$ cat src/rtl/rtc_pkg.sv
package rtc_pkg;
  localparam int DATA_W    = 32;
  localparam int ADDR_W    = 8;
  localparam int NUM_SLOTS = 8;

  // address regions (upper nibble of the byte address)
  localparam logic [3:0] RGN_CTRL = 4'h0;
  localparam logic [3:0] RGN_STAT = 4'h1;
  localparam logic [3:0] RGN_SEC  = 4'h3;
  localparam logic [3:0] RGN_ALM  = 4'h4;
  localparam logic [3:0] RGN_WDG  = 4'h5;
  localparam logic [3:0] RGN_P0   = 4'h6;
  localparam logic [3:0] RGN_P1   = 4'h7;

  // commit slots, lowest number commits first
  localparam int SLOT_P0  = 0;
  localparam int SLOT_P1  = 1;
  localparam int SLOT_ALM = 6;
  localparam int SLOT_SEC = 7;

  localparam int CTRL_ALM_IE   = 0;
  localparam int CTRL_ALM_FLAG = 2;
  localparam int CTRL_WD_EN    = 4;
  localparam logic [DATA_W-1:0] CTRL_RW_MASK = 32'h0000_0013;

  localparam int P0_WAKE_EN   = 1;
  localparam int P0_ALM_EN    = 2;
  localparam int P0_WAKE_FLAG = 7;
  localparam int P1_FORCE     = 31;

  typedef enum logic [1:0] {OP_WRITE, OP_SET, OP_CLR, OP_NONE} wr_op_e;

  function automatic logic [DATA_W-1:0] apply_op(logic [DATA_W-1:0] old,
                                                logic [DATA_W-1:0] d,
                                                wr_op_e op);
    case (op)
      OP_WRITE: return d;
      OP_SET:   return old | d;
      OP_CLR:   return old & ~d;
      default:  return old;
    endcase
  endfunction
endpackage

$ cat src/rtl/rtc_xfer_queue.sv
module rtc_xfer_queue #(
  parameter int N = 8,
  localparam int IDX_W = $clog2(N)
) (
  input  logic             clk,
  input  logic             rst_n,
  input  logic [N-1:0]     mark,
  input  logic             strobe,
  output logic [N-1:0]     stale_q,
  output logic             commit_valid,
  output logic [IDX_W-1:0] commit_idx
);
  logic found;
  logic [N-1:0] done_mask;

  // lowest-numbered pending slot wins the strobe
  always_comb begin
    found      = 1'b0;
    commit_idx = '0;
    for (int i = 0; i < N; i++) begin
      if (!found && stale_q[i]) begin
        found      = 1'b1;
        commit_idx = IDX_W'(i);
      end
    end
    commit_valid = strobe && found;
    done_mask    = '0;
    if (commit_valid) done_mask[commit_idx] = 1'b1;
  end

  always_ff @(posedge clk) begin
    if (!rst_n) stale_q <= '0;
    else        stale_q <= (stale_q & ~done_mask) | mark;
  end
endmodule

$ cat src/rtl/rtc_wdog.sv
module rtc_wdog #(
  parameter int W = 32
) (
  input  logic         clk,
  input  logic         rst_n,
  input  logic         load,
  input  logic [W-1:0] load_val,
  input  logic         en,
  input  logic         tick,
  output logic [W-1:0] count_q,
  output logic         rst_req_q
);
  logic last_step;
  assign last_step = !load && tick && en && (count_q == W'(1));

  always_ff @(posedge clk) begin
    if (!rst_n) begin
      count_q   <= '0;
      rst_req_q <= 1'b0;
    end else begin
      rst_req_q <= last_step;
      if (load)                                count_q <= load_val;
      else if (tick && en && count_q != '0)    count_q <= count_q - W'(1);
    end
  end
endmodule

$ cat src/rtl/rtc_keeper.sv
module rtc_keeper
  import rtc_pkg::*;
(
  input  logic              clk,
  input  logic              rst_n,
  input  logic [ADDR_W-1:0] bus_addr,
  input  logic              bus_wr,
  input  logic [DATA_W-1:0] bus_wdata,
  output logic [DATA_W-1:0] bus_rdata,
  input  logic              sec_tick,
  input  logic              ms_tick,
  input  logic              upd_strobe,
  input  logic              strap_xtal32000,
  input  logic              strap_xtal32768,
  output logic              alarm_irq,
  output logic              wdog_rst_req
);
  localparam int IDX_W = $clog2(NUM_SLOTS);

  wr_op_e      op;
  logic [3:0]  region;
  logic        wr_ctrl, wr_p0, wr_p1, wr_sec, wr_alm, wr_wdg;
  logic [DATA_W-1:0] p0_wval, p1_wval;
  logic        force_all;
  logic [NUM_SLOTS-1:0] mark, stale_q;
  logic        commit_valid;
  logic [IDX_W-1:0] commit_idx;
  logic        commit_p0, commit_p1, commit_alm, sec_commit;
  logic [DATA_W-1:0] ctrl_q, ctrl_d;
  logic [DATA_W-1:0] hold_p0_q, hold_p1_q, hold_alm_q, hold_sec_q;
  logic [DATA_W-1:0] live_p0_q, live_p1_q, live_alm_q, live_sec_q;
  logic [DATA_W-1:0] sec_plus, wd_count, stat_val;
  logic        alarm_hit;

  // ---------------- bus decode ----------------
  assign region = bus_addr[ADDR_W-1:4];
  always_comb begin
    case (bus_addr[3:0])
      4'h0:    op = OP_WRITE;
      4'h4:    op = OP_SET;
      4'h8:    op = OP_CLR;
      default: op = OP_NONE;
    endcase
  end

  assign wr_ctrl = bus_wr && region == RGN_CTRL && op != OP_NONE;
  assign wr_p0   = bus_wr && region == RGN_P0   && op != OP_NONE;
  assign wr_p1   = bus_wr && region == RGN_P1   && op != OP_NONE;
  assign wr_sec  = bus_wr && region == RGN_SEC  && op == OP_WRITE;
  assign wr_alm  = bus_wr && region == RGN_ALM  && op == OP_WRITE;
  assign wr_wdg  = bus_wr && region == RGN_WDG  && op == OP_WRITE;

  assign p0_wval   = apply_op(hold_p0_q, bus_wdata, op);
  assign p1_wval   = apply_op(hold_p1_q, bus_wdata, op);
  assign force_all = wr_p1 && p1_wval[P1_FORCE];

  always_comb begin
    mark = '0;
    if (force_all) mark = '1;
    else begin
      mark[SLOT_P0]  = wr_p0;
      mark[SLOT_P1]  = wr_p1;
      mark[SLOT_ALM] = wr_alm;
      mark[SLOT_SEC] = wr_sec;
    end
  end

  // ---------------- ordered commit queue ----------------
  rtc_xfer_queue #(.N(NUM_SLOTS)) i_queue (
    .clk(clk), .rst_n(rst_n), .mark(mark), .strobe(upd_strobe),
    .stale_q(stale_q), .commit_valid(commit_valid), .commit_idx(commit_idx)
  );

  assign commit_p0  = commit_valid && commit_idx == IDX_W'(SLOT_P0);
  assign commit_p1  = commit_valid && commit_idx == IDX_W'(SLOT_P1);
  assign commit_alm = commit_valid && commit_idx == IDX_W'(SLOT_ALM);
  assign sec_commit = commit_valid && commit_idx == IDX_W'(SLOT_SEC);

  // bus-side holding values follow the committed value while not pending
  always_ff @(posedge clk) begin
    if (!rst_n) begin
      hold_p0_q  <= '0;
      hold_p1_q  <= '0;
      hold_alm_q <= '0;
      hold_sec_q <= '0;
    end else begin
      if (wr_p0)                        hold_p0_q  <= p0_wval;
      else if (!stale_q[SLOT_P0])       hold_p0_q  <= live_p0_q;
      if (wr_p1)                        hold_p1_q  <= p1_wval;
      else if (!stale_q[SLOT_P1])       hold_p1_q  <= live_p1_q;
      if (wr_alm)                       hold_alm_q <= bus_wdata;
      else if (!stale_q[SLOT_ALM])      hold_alm_q <= live_alm_q;
      if (wr_sec)                       hold_sec_q <= bus_wdata;
      else if (!stale_q[SLOT_SEC])      hold_sec_q <= live_sec_q;
    end
  end

  // ---------------- always-on domain ----------------
  assign sec_plus  = live_sec_q + DATA_W'(1);
  assign alarm_hit = sec_tick && !sec_commit && sec_plus == live_alm_q
                     && live_p0_q[P0_ALM_EN];

  always_ff @(posedge clk) begin
    if (!rst_n) begin
      live_p0_q  <= '0;
      live_p1_q  <= '0;
      live_alm_q <= '0;
      live_sec_q <= '0;
    end else begin
      if (sec_commit)    live_sec_q <= hold_sec_q;
      else if (sec_tick) live_sec_q <= sec_plus;
      if (commit_alm)    live_alm_q <= hold_alm_q;
      if (commit_p1)     live_p1_q  <= hold_p1_q;
      if (commit_p0)     live_p0_q  <= hold_p0_q;
      else if (alarm_hit && live_p0_q[P0_WAKE_EN])
        live_p0_q[P0_WAKE_FLAG] <= 1'b1;
    end
  end

  // ---------------- control register ----------------
  always_comb begin
    ctrl_d = ctrl_q;
    if (wr_ctrl) begin
      ctrl_d = (apply_op(ctrl_q, bus_wdata, op) & CTRL_RW_MASK)
             | (ctrl_q & ~CTRL_RW_MASK);
      if (op == OP_CLR && bus_wdata[CTRL_ALM_FLAG]) ctrl_d[CTRL_ALM_FLAG] = 1'b0;
    end
    if (alarm_hit) ctrl_d[CTRL_ALM_FLAG] = 1'b1;
  end

  always_ff @(posedge clk) begin
    if (!rst_n) ctrl_q <= '0;
    else        ctrl_q <= ctrl_d;
  end

  assign alarm_irq = ctrl_q[CTRL_ALM_FLAG] && ctrl_q[CTRL_ALM_IE];

  // ---------------- watchdog ----------------
  rtc_wdog #(.W(DATA_W)) i_wdog (
    .clk(clk), .rst_n(rst_n), .load(wr_wdg), .load_val(bus_wdata),
    .en(ctrl_q[CTRL_WD_EN]), .tick(ms_tick),
    .count_q(wd_count), .rst_req_q(wdog_rst_req)
  );

  // ---------------- read path ----------------
  assign stat_val = {1'b1, 2'b00, strap_xtal32000, strap_xtal32768, 3'b000,
                     stale_q, 16'h0000};

  always_comb begin
    case (region)
      RGN_CTRL: bus_rdata = ctrl_q;
      RGN_STAT: bus_rdata = stat_val;
      RGN_SEC:  bus_rdata = live_sec_q;
      RGN_ALM:  bus_rdata = live_alm_q;
      RGN_WDG:  bus_rdata = wd_count;
      RGN_P0:   bus_rdata = live_p0_q;
      RGN_P1:   bus_rdata = live_p1_q;
      default:  bus_rdata = '0;
    endcase
  end
endmodule

$ cat config.mk
export PLATFORM = sky130hd
export DESIGN_NAME = rtc_keeper
export DESIGN_NICKNAME = d
export VERILOG_FILES = /design/src/rtl/rtc_pkg.sv /design/src/rtl/rtc_xfer_queue.sv /design/src/rtl/rtc_wdog.sv /design/src/rtl/rtc_keeper.sv
export SDC_FILE = /design/constraint.sdc
export NUM_CORES = 1
export LEC_CHECK = 0
export BUFFER_PORTS_ARGS = -buffer_cell sky130_fd_sc_hd__buf_2
export CORE_MARGIN = 2
export CORE_UTILIZATION = 50
export CTS_CLUSTER_SIZE = 24
export DETAILED_ROUTE_END_ITERATION = 10
export GPL_TIMING_DRIVEN = 0
export PLACE_DENSITY_LB_ADDON = 0.2
export SLEW_MARGIN = 20
export SYNTH_ARGS = -nofsm -noshare
export SYNTH_HDL_FRONTEND = slang
export SYNTH_SLANG_ARGS = --single-unit
$ cat constraint.sdc
create_clock -name clk -period 2.61 [get_ports clk]
set_clock_uncertainty 0.15 [all_clocks]
set_input_delay 0.522 -clock clk [delete_from_list [all_inputs] [get_ports clk]]
set_output_delay 0.522 -clock clk [all_outputs]
set_load 0.02 [all_outputs]
==> flow_summary.ini <==
[yosys]
ys_seq_area_share_pct = 36.9
ys.flop_type = dfxtp_1
synth.avg_cell_area_sq_um = 7.84
syn_nets = 2135
synthTopCellsByCount = 381 x nor2_1, 301 x dfxtp_1, 212 x a21oi_1
synth_warnings = 0
synth.most_common_cell = nor2_1
synthTopCellsByArea = dfxtp_1 37%, mux2i_1 9.1%, nor2_1 8.8%, a21oi_1 6.5%, a211oi_1 6.1%
synth-seq-cells = 301
async_flop_share_pct = 0
synthCells = 2081
synth.top_cell.area_share_pct = 36.9
synth_edf_count = 0
yosysTopAreaCell = dfxtp_1
ys_types = 64
synth_area_sq_um = 16300

[setup_path]
required_ns = 2.78
path_delay_family = simple AND/OR/NAND/NOR gates
path_buf_inv = 2
crit_type = flip-flop to flip-flop
reg2reg_to = i_wdog.rst_req_q$_SDFF_PN0_
start_kind = flip-flop
critPathMaxStageDelay_ns = 0.88
critical-path-slowest-cell = a2111oi_1
timing.rr.start = i_wdog.count_q[3]$_SDFFE_PN0P_
worstPathArrival_ns = 3.11
r2r_slack_ns = -0.32
end_kind = flip-flop
crit_fanout = 5
path_cells = or4_4, nor4b_4, buf_4, nand4bb_1, clkbuf_8, a2111oi_1
reg2regPathDepth = 6

[final_layout]
instances_no_fill = 2678
area_growth_syn_to_layout_pct = 21.1
layout-drive-gt1-share_pct = 17.2
nNetsFinal = 2266
diodes = 0

[detailed_routing]
vias = 16732
wl_per_cell_um = 23.1
routed_wl_um = 61800
first_pass_iters = 7
drt_iter0_markers = 2070
vias_per_cell = 6.25
drc_errors = 0
antenna_left = 0

[place]
port_buffers = 46
detailedPlace.worstSlack_ns = -1.04
dpl.cell_count = 2569
dpl.hpwl_um = 45500
gp_congestion = 0.956

[sta]
final.setup.worst_slack_ns = -0.324
worst_pin_slew_ns = 1.04
setup_violations = 37
whs_ns = 0.189
fin_setup_tns_ns = -4.63
slew_violations = 0
relSlewSlack_pct = 30.6
fin_crit_ns = 2.93
finalCritPeriodShare_pct = 112
max_freq_ghz = 0.341
rsz0062_at_grt = true
hold_violations = 0

[floorplan]
start_util_pct = 50.4
die_area_sq_um = 34100
die_height_um = 185
ios = 82
core_sq_um = 32400
die_w_um = 185
rows = 66

[pwr]
power_w = 0.0105
p_leak_nw = 7.34
vdd_drop_max_v = 0.000460
pwr_density_cell_nw_per_um2 = 533

[worst_hold_path]
holdPathEnd = i_wdog.count_q[19]$_SDFFE_PN0P_
min_path_type = input pin to flip-flop
min_from = rst_n
hold-path-cell-count = 3

[cts]
path_clk_slew_ns = 0.06
cts_buffers = 36
root_buffer = clkbuf_16
cts_hold_buf = 0
cts_tree = done
clk_path_buf_depth = 3
clock_sinks = 301
clk_latency_ns = 0.53
htree_levels = 2

[run_status]
outcome = finished, violations left
violations = setup timing

[global_route]
grtUsageTotal_pct = 35.5
grt_max_degree = 13
grt_overflow = 0
grt_pass1_vias = 15819
antenna_found_initial = 0
grt_pass1_wl_um = 92800

[job]
cap_violations = 0
-- report_power, final --
| group | leakage, nW | internal [W] | switching (W) |
|---|---|---|---|
| Combinational | 4.33 | 0.000242 | 0.000559 |
| Clock | 0.574 | 0.00305 | 0.00205 |
| Sequential | 2.44 | 0.00461 | 0.0000223 |
| Total | 7.34 | 0.00790 | 0.00264 |
-- tightest hold or removal path: cells and delay by family --
family | cells | cell delay (ns)
buffers and inverters | 1 | 0.16
AO/OA/AOI/OAI | 2 | 0.13
-- cells in the final DEF, fill, tap and decap left out, types with 17 or more instances in the layout --
cell type	instances
a21oi_1	210
nor2_1	367
nand2_1	146
clkbuf_4	17
o21ai_0	53
o22ai_1	29
clkbuf_2	24
a211oi_1	132
a22oi_1	34
dfxtp_2	19
nand4_1	23
o311a_1	32
buf_4	69
buf_6	19
mux2_2	19
dfxtp_1	279
nand3_1	19
mux2i_1	148
o21ai_1	17
nor3_1	45
clkbuf_1	115
xnor2_1	65
xor2_1	32
clkbuf_16	39
buf_2	58
-- metal layers --
layer / track usage, % / wire (um) / vias up
met5: 0 / 0 / -
met4: 16.8 / 3040 / 0
met3: 5.32 / 5270 / 197
met2: 56.8 / 28000 / 896
met1: 47.1 / 25500 / 7964
li1: - / - / 7675
-- registers in the layout, indices dropped and copies added, names as in the netlist --
signal and flops:
i_wdog.rst_req_q 1, hold_sec_q 32, i_wdog.count_q 32, live_p1_q 32, hold_p1_q 32, live_p0_q 32, ctrl_q 4, hold_alm_q 32
live_sec_q 32, hold_p0_q 32, i_queue.stale_q 8, live_alm_q 32
-- layout make-up --
type | count | area [sq um]
flip-flops and latches | 301 | 6060
repair buffers | 112 | 786
inverters | 15 | 56.3
fillers | 2921 | 12600
plain buffers | 199 | 1130
multi-input cells | 1547 | 10000
well taps | 442 | 553
clock buffers | 54 | 1080
clock inverters | 8 | 95.1
-- stage by stage --
| step | utilization, % | cell area, sq um |
|---|---|---|
| after floorplan | - | 16300 |
| final | 61.1 | 19800 |
| after detailed placement | 52.9 | 17100 |
| after global placement | 52.9 | 17100 |
| after CTS | 59.8 | 19400 |
| after global routing | 61.1 | 19800 |
-- cells by family after synthesis --
group,after synthesis,synth area share (%)
buf+inv,234,5.61
xor+xnor,103,5.53
simple gates,710,19.1
flops,301,36.9
compound gates,560,22.0
mux,167,10.4
fa+ha+maj,6,0.460
-- repair_timing --
| action | CTS | global route |
|---|---|---|
| endpoints found under the hold margin | 0 | 0 |
| setup buffers | 54 | 13 |
| gates resized for setup | 206 | 143 |
| gates cloned | 1 | 1 |
| pin swaps | 51 | 49 |
| endpoints found under the setup margin | 294 | 244 |
-- worst max-delay path by stage --
stage / from / to / slack (ns) / depth (start not counted)
floorplan: bus_addr[1] / hold_p0_q[10]$_SDFFE_PN0P_ / 0.009 / 12
global placement: live_sec_q[0]$_SDFFE_PN0P_ / ctrl_q[2]$_SDFFE_PN0P_ / -1.03 / 9
detailed placement: live_sec_q[0]$_SDFFE_PN0P_ / ctrl_q[2]$_SDFFE_PN0P_ / -1.04 / 9
CTS: i_wdog.count_q[3]$_SDFFE_PN0P_ / i_wdog.count_q[7]$_SDFFE_PN0P_ / -0.24 / 11
global route: i_wdog.count_q[3]$_SDFFE_PN0P_ / i_wdog.count_q[5]$_SDFFE_PN0P_ / -0.29 / 11
finish: i_wdog.count_q[3]$_SDFFE_PN0P_ / i_wdog.rst_req_q$_SDFF_PN0_ / -0.32 / 6
Power figures use the tool's default switching activity.
